--- config.mk ---
export PLATFORM = sky130hd
export DESIGN_NAME = bcd_adjust_unit
export DESIGN_NICKNAME = d
export VERILOG_FILES = /design/src/rtl/bcd_adj_pkg.sv /design/src/rtl/bcd_nibble_fix.sv /design/src/rtl/bcd_base_mac.sv /design/src/rtl/bcd_seq_divider.sv /design/src/rtl/bcd_adjust_unit.sv
export SDC_FILE = /design/constraint.sdc
export NUM_CORES = 1
export LEC_CHECK = 0
export ABC_AREA = 1
export BUFFER_PORTS_ARGS = -buffer_cell sky130_fd_sc_hd__buf_2
export CAP_MARGIN = 20
export CORE_UTILIZATION = 40
export DETAILED_ROUTE_END_ITERATION = 10
export SETUP_SLACK_MARGIN = 0.15
export SLEW_MARGIN = 5
export SYNTH_ARGS = -nofsm -noshare
export SYNTH_HDL_FRONTEND = slang
export SYNTH_SLANG_ARGS = --single-unit
--- constraint.sdc ---
create_clock -name clk -period 3.15 [get_ports clk]
set_clock_uncertainty 0.15 [all_clocks]
set_input_delay 0.63 -clock clk [delete_from_list [all_inputs] [get_ports clk]]
set_output_delay 0.63 -clock clk [all_outputs]
set_load 0.05 [all_outputs]
--- src/rtl/bcd_adj_pkg.sv ---
package bcd_adj_pkg;
   typedef enum logic [1:0] {
      OP_ADD_ADJ = 2'd0,
      OP_SUB_ADJ = 2'd1,
      OP_MUL_ADJ = 2'd2,
      OP_DIV_ADJ = 2'd3
   } adj_op_e;
endpackage

--- src/rtl/bcd_nibble_fix.sv ---
module bcd_nibble_fix #(
   parameter int DATA_W = 8
) (
   input  logic              sub_i,
   input  logic [DATA_W-1:0] lo_i,
   input  logic [DATA_W-1:0] hi_i,
   input  logic              af_i,
   output logic [DATA_W-1:0] lo_o,
   output logic [DATA_W-1:0] hi_o,
   output logic              flag_o
);
   localparam int            DIG_W = 4;
   localparam logic [DATA_W-1:0] SIX  = DATA_W'(6);
   localparam logic [DATA_W-1:0] ONE  = DATA_W'(1);
   localparam logic [DIG_W-1:0]  NINE = DIG_W'(9);

   logic              need;
   logic [DATA_W-1:0] lo_t;

   always_comb begin
      need = (lo_i[DIG_W-1:0] > NINE) || af_i;
      lo_t = sub_i ? (lo_i - SIX) : (lo_i + SIX);
      if (need) begin
         lo_o   = {{(DATA_W-DIG_W){1'b0}}, lo_t[DIG_W-1:0]};
         hi_o   = sub_i ? (hi_i - ONE) : (hi_i + ONE);
         flag_o = 1'b1;
      end else begin
         lo_o   = {{(DATA_W-DIG_W){1'b0}}, lo_i[DIG_W-1:0]};
         hi_o   = hi_i;
         flag_o = 1'b0;
      end
   end
endmodule

--- src/rtl/bcd_base_mac.sv ---
module bcd_base_mac #(
   parameter int DATA_W        = 8,
   parameter bit SHIFT_ADD_MAC = 1'b0
) (
   input  logic [DATA_W-1:0] hi_i,
   input  logic [DATA_W-1:0] lo_i,
   input  logic [DATA_W-1:0] base_i,
   output logic [DATA_W-1:0] sum_o
);
   localparam int PW = 2 * DATA_W;
   logic [PW-1:0] prod;

   generate
      if (SHIFT_ADD_MAC) begin : g_shift_add
         always_comb begin
            prod = '0;
            for (int i = 0; i < DATA_W; i++) begin
               if (base_i[i]) prod = prod + (PW'(hi_i) << i);
            end
         end
      end else begin : g_direct
         assign prod = PW'(hi_i) * PW'(base_i);
      end
   endgenerate

   assign sum_o = prod[DATA_W-1:0] + lo_i;
endmodule

--- src/rtl/bcd_seq_divider.sv ---
module bcd_seq_divider #(
   parameter int DATA_W = 8
) (
   input  logic              clk,
   input  logic              rst_n,
   input  logic              load_i,
   input  logic [DATA_W-1:0] dividend_i,
   input  logic [DATA_W-1:0] divisor_i,
   output logic              busy_o,
   output logic              valid_o,
   output logic [DATA_W-1:0] quo_o,
   output logic [DATA_W-1:0] rem_o
);
   localparam int CW = $clog2(DATA_W + 1);
   localparam int RW = DATA_W + 1;

   logic [CW-1:0]     cnt;
   logic [RW-1:0]     rem_q;
   logic [DATA_W-1:0] quo_q;
   logic [DATA_W-1:0] den_q;
   logic [RW-1:0]     rem_sh;
   logic              fits;

   always_comb begin
      rem_sh = {rem_q[DATA_W-1:0], quo_q[DATA_W-1]};
      fits   = rem_sh >= RW'(den_q);
   end

   always_ff @(posedge clk or negedge rst_n) begin
      if (!rst_n) begin
         cnt     <= '0;
         rem_q   <= '0;
         quo_q   <= '0;
         den_q   <= '0;
         busy_o  <= 1'b0;
         valid_o <= 1'b0;
      end else begin
         valid_o <= 1'b0;
         if (load_i) begin
            cnt    <= CW'(DATA_W);
            rem_q  <= '0;
            quo_q  <= dividend_i;
            den_q  <= divisor_i;
            busy_o <= 1'b1;
         end else if (busy_o) begin
            rem_q <= fits ? (rem_sh - RW'(den_q)) : rem_sh;
            quo_q <= {quo_q[DATA_W-2:0], fits};
            cnt   <= cnt - CW'(1);
            if (cnt == CW'(1)) begin
               busy_o  <= 1'b0;
               valid_o <= 1'b1;
            end
         end
      end
   end

   assign quo_o = quo_q;
   assign rem_o = rem_q[DATA_W-1:0];


   fall_valid_chk: assert property (@(posedge clk) disable iff (!rst_n)
      $fell(busy_o) |-> valid_o);

   rem_bound_chk: assert property (@(posedge clk) disable iff (!rst_n)
      valid_o |-> (rem_o < den_q));
endmodule

--- src/rtl/bcd_adjust_unit.sv ---
module bcd_adjust_unit
   import bcd_adj_pkg::*;
#(
   parameter int DATA_W        = 8,
   parameter bit SHIFT_ADD_MAC = 1'b0
) (
   input  logic                clk,
   input  logic                rst_n,
   input  logic                start,
   input  logic [1:0]          op,
   input  logic [DATA_W-1:0]   base,
   input  logic [2*DATA_W-1:0] acc_in,
   input  logic                cf_in,
   input  logic                af_in,
   output logic [2*DATA_W-1:0] acc_out,
   output logic                cf_out,
   output logic                af_out,
   output logic                div_err,
   output logic                busy,
   output logic                done
);
   generate
      if (DATA_W < 8 || (DATA_W % 2) != 0) begin : g_bad_width
         $error("bcd_adjust_unit: DATA_W must be even and at least 8");
      end
   endgenerate

   adj_op_e           op_e;
   logic              accept;
   logic [DATA_W-1:0] lo_in, hi_in;
   logic [DATA_W-1:0] lo_fix, hi_fix;
   logic              flag_fix;
   logic [DATA_W-1:0] mac_lo;
   logic              div_load, div_busy, div_valid;
   logic [DATA_W-1:0] div_quo, div_rem;
   logic              cf_h, af_h;

   assign op_e     = adj_op_e'(op);
   assign lo_in    = acc_in[DATA_W-1:0];
   assign hi_in    = acc_in[2*DATA_W-1:DATA_W];
   assign busy     = div_busy | div_valid;
   assign accept   = start && !busy;
   assign div_load = accept && (op_e == OP_MUL_ADJ) && (base != '0);

   bcd_nibble_fix #(.DATA_W(DATA_W)) u_fix (
      .sub_i (op_e == OP_SUB_ADJ),
      .lo_i  (lo_in),
      .hi_i  (hi_in),
      .af_i  (af_in),
      .lo_o  (lo_fix),
      .hi_o  (hi_fix),
      .flag_o(flag_fix)
   );

   bcd_base_mac #(.DATA_W(DATA_W), .SHIFT_ADD_MAC(SHIFT_ADD_MAC)) u_mac (
      .hi_i  (hi_in),
      .lo_i  (lo_in),
      .base_i(base),
      .sum_o (mac_lo)
   );

   bcd_seq_divider #(.DATA_W(DATA_W)) u_div (
      .clk       (clk),
      .rst_n     (rst_n),
      .load_i    (div_load),
      .dividend_i(lo_in),
      .divisor_i (base),
      .busy_o    (div_busy),
      .valid_o   (div_valid),
      .quo_o     (div_quo),
      .rem_o     (div_rem)
   );

   always_ff @(posedge clk or negedge rst_n) begin
      if (!rst_n) begin
         acc_out <= '0;
         cf_out  <= 1'b0;
         af_out  <= 1'b0;
         div_err <= 1'b0;
         done    <= 1'b0;
         cf_h    <= 1'b0;
         af_h    <= 1'b0;
      end else begin
         done    <= 1'b0;
         div_err <= 1'b0;
         if (accept) begin
            case (op_e)
               OP_ADD_ADJ, OP_SUB_ADJ: begin
                  acc_out <= {hi_fix, lo_fix};
                  cf_out  <= flag_fix;
                  af_out  <= flag_fix;
                  done    <= 1'b1;
               end
               OP_MUL_ADJ: begin
                  cf_h <= cf_in;
                  af_h <= af_in;
                  if (base == '0) begin
                     acc_out <= acc_in;
                     cf_out  <= cf_in;
                     af_out  <= af_in;
                     div_err <= 1'b1;
                     done    <= 1'b1;
                  end
               end
               default: begin
                  acc_out <= {{DATA_W{1'b0}}, mac_lo};
                  cf_out  <= cf_in;
                  af_out  <= af_in;
                  done    <= 1'b1;
               end
            endcase
         end else if (div_valid) begin
            acc_out <= {div_quo, div_rem};
            cf_out  <= cf_h;
            af_out  <= af_h;
            done    <= 1'b1;
         end
      end
   end


   zero_base_chk: assert property (@(posedge clk) disable iff (!rst_n)
      (accept && op_e == OP_MUL_ADJ && base == '0) |=> (done && div_err));

   quick_done_chk: assert property (@(posedge clk) disable iff (!rst_n)
      (accept && op_e != OP_MUL_ADJ) |=> (done && !div_err));

   mul_start_chk: assert property (@(posedge clk) disable iff (!rst_n)
      (accept && op_e == OP_MUL_ADJ && base != '0) |=> (busy && !done));

   busy_done_chk: assert property (@(posedge clk) disable iff (!rst_n)
      busy |-> !done);

   err_with_done_chk: assert property (@(posedge clk) disable iff (!rst_n)
      div_err |-> done);
endmodule

==> metrics.md <==
| Metric | Value |
|---|---|
| Largest cells by area after synthesis | `dfrtp_1 (29%), nand2_1 (14%), inv_1 (9.5%)` |
| Post-synth top area share | `28.9%` |
| Switching part of the total | `51.1%` |
| CTS Root Cell | `clkbuf_8` |
| Die area | `11700 sq um` |
| Number of I/O pins | `52` |
| Via count | `4248` |
| Pwr/cell area | `871 nW/um^2` |
| Initial Util | `41.3%` |
| Synth Register Bits | `52` |
| Reg-to-Reg Start | `u_div.rem_q[1]$_DFFE_PN0P_` |
| Final Hold Vio Count | `0` |
| Fillers | `1077` |
| Main combinational cell family by area after synthesis | `simple AND/OR/NAND/NOR gates` |
| Clock network fraction of total power | `9.8%` |
| Synth warn | `0` |
| Comb pwr share | `65.3%` |
| NumNets Final | `781` |
| Tot GR Track Use | `22.7%` |
| Layout area overhead | `23.0%` |
| Slew Limit Fails | `0` |
| Number of endpoints failing setup at the final stage | `4` |
| Antenna Cells | `0` |
| Vias per cell | `5.08` |
| Die Height | `108 microns` |
| Core area | `10900 sq um` |
| Maximum fanout along the worst path | `6` |
| EDFF count, synth | `0` |
| Rows | `38` |
| Drt total wl | `12500 microns` |
| Status | `finished, violations left` |
| DRC errors left | `0` |
| Sequential fraction of the synthesis area | `28.9%` |
| Worst-path clk slew | `100 ps` |
| Worst Path Required | `3220 ps` |
| CP endpoint kind | `register` |
| Final antenna-violating net count | `0` |
| Top FF cell, synth | `dfrtp_1` |
| DRT iter0 DRCs | `209` |
| WL/cell | `14.9 microns` |
| CP Class | `input pin to register` |
| Reg power frac | `24.9%` |
| Mux share of post-synthesis cell area | `0%` |
| Worst-Skew Late Latency | `310 ps` |
| Total grt overflow | `0` |
| Period Utilization, post-route | `121%` |
| Cell Area, Synth | `4500 sq um` |
| Placed Cells | `827` |
| Relative slew slack | `68.8%` |
| R2R Setup Slk | `650 ps` |
| Clock buffer depth | `2` |
| Syn_area_per_cell | `7.30 sq um` |
| Initial antenna violation count | `0` |
| DRT Pass-1 Iters | `5` |
| Worst Tran Pin Value | `466 ps` |
| H-tree levels | `2` |
| Min cycle time layout | `3810 ps` |
| Vias in the first global route | `4079` |
| Cell Int Power | `2.36 mW` |
| Buffers on Ports | `51` |
| Post-Layout Cell Count | `837` |
| Synth top cells by count | `nand2_1 (173), inv_1 (114), dfrtp_1 (52)` |
| Fraction of layout cells with a size suffix above 1 | `21.7%` |
| Crit path launch type | `input pin` |
| HPWL Detailed | `10100 microns` |
| Count leader, synth | `nand2_1` |
| First-pass GRT wire length | `20400 microns` |
| Worst r2r dst | `u_div.rem_q[0]$_DFFE_PN0P_` |
| Adder-Cell Fraction of Synth Area | `18.5%` |
| Cell taking the most area after synthesis | `dfrtp_1` |
| CTS tree | `yes` |
| Die X | `108 microns` |
| CTS hold repair buffers | `0` |
| Hold WC Path Type | `input pin to async pin` |
| PnR worst setup slack | `-660 ps` |
| LEAKAGE | `2.95 nW` |
| RSZ-0062 raised after global routing | `true` |
| Largest net degree at the start of global routing | `20` |
| Net Count, Synth | `701` |
| Simple-gate share of the synthesized area | `22.7%` |
| Switching Power | `2.46 mW` |
| Post-Synth XOR/XNOR Area | `2.92%` |
| Arr. time, crit path | `3880 ps` |
| Routability Congestion | `0.924` |
| Max Cap Violations | `0` |
| Max Freq | `262 MHz` |
| Reg2reg path depth | `10` |
| PnR Total Power | `4.82 mW` |
| Worst VDD drop | `0.465 mV` |
| Post-synthesis compound-gate area fraction | `14.6%` |
| Clk sinks | `52` |
| Cells after synthesis | `616` |
| Cell variety after synth | `39` |
| Failing checks | `setup timing` |
| Async S/R FF share, synth | `100%` |
| TritonCTS buffer count | `5` |
## what timing repair did
item | CTS | global route
setup endpoints to repair | 5 | 5
cloned | 0 | 0
pin swaps | 22 | 19
gates resized for setup | 34 | 20
buffers inserted | 1 | 1
## area by class of cell
class / instances / area (sq um) / share of cell area, %
clock inverters: 2 / 35.0 / 0.634
clock buffers: 6 / 72.6 / 1.31
inverters: 118 / 445 / 8.06
multi-input cells: 427 / 2830 / 51.2
well taps: 140 / 175 / 3.17
repair buffers: 92 / 669 / 12.1
flip-flops and latches: 52 / 1300 / 23.5
## routing by layer
layer	up-vias	track usage (%)	routed length, microns
met3	16	3.19	556
met4	0	3.62	148
met1	2027	30.5	5660
li1	2111	-	-
met5	-	0	0
met2	94	39.3	6100
## registers in the layout, indices dropped and copies added (netlist names)
name / cells
acc_out: 16
af_h: 1
af_out: 1
cf_h: 1
cf_out: 1
div_err: 1
done: 1
u_div.busy_o: 1
u_div.cnt: 4
u_div.den_q: 8
u_div.quo_o: 8
u_div.rem_q: 8
u_div.valid_o: 1
## power by group through the flow
stage	clock network [mW]	logic, mW	registers, mW
after detailed placement	0	3.04	1.21
final	0.470	3.15	1.20
after global placement	0	2.99	1.20
after floorplan	0	1.91	1.58
after global routing	0.498	3.50	1.24
after CTS	0.476	3.11	1.20
## worst max path at each step
stage | slack [ps] | cells past startpoint | end | from
2_1_floorplan | -850 | 22 | acc_out[7]$_DFFE_PN0P_ | base[0]
3_3_place_gp | -1070 | 22 | acc_out[7]$_DFFE_PN0P_ | base[0]
4_1_cts | -720 | 22 | acc_out[7]$_DFFE_PN0P_ | base[1]
5_1_grt | -840 | 21 | acc_out[7]$_DFFE_PN0P_ | base[1]
6_report | -660 | 21 | acc_out[7]$_DFFE_PN0P_ | base[1]
3_5_place_dp | -1170 | 22 | acc_out[7]$_DFFE_PN0P_ | base[0]
## worst max-delay path, stage by stage
cell,delay (ps)
buf_12,100
nand2_4,50
fa_1,530
inv_1,50
fa_1,470
inv_1,50
fa_1,450
fa_1,520
inv_2,50
ha_4,270
nand3b_1,90
nand3_1,110
nand2_2,80
inv_2,50
nand3_1,60
nand2_1,70
nand2_1,40
nand3_1,60
nand2_1,50
nand2_1,60
nand2_1,40
## cells by family after synthesis
group                    after synthesis
AND/OR/NAND/NOR                      247
buffers and inverters                137
AO/OA/AOI/OAI                        111
adder cells (fa/ha/maj)               54
flip-flops                            52
XOR/XNOR                              15
## cell usage in the layout (no fill, tap or decap), types with 8 or more instances in the layout
cell / Yosys / final
a21oi_1: 35 / 31
inv_2: 4 / 14
o21ai_0: 34 / 32
dfrtp_1: 52 / 52
xor2_1: 9 / 8
nand2_1: 173 / 163
ha_1: 33 / 26
nor2_1: 34 / 33
nand3_1: 26 / 26
inv_1: 114 / 103
buf_2: 7 / 42
o211ai_1: 11 / 11
fa_1: 21 / 18
buf_4: 2 / 40
## per-stage QoR
step	worst slack, ps	hold WS [ps]	TNS [ps]	instance area (sq um)	utilization (%)
after detailed placement	-1170	304	-4510	5230	48.0
after floorplan	-850	184	-2240	4670	-
after CTS	-722	77.3	-2200	5450	50.0
after global placement	-1070	304	-4270	5230	48.0
final	-660	67.4	-2190	5530	50.8
after global routing	-845	76.2	-2620	5530	50.8
Power figures use the tool's default switching activity.
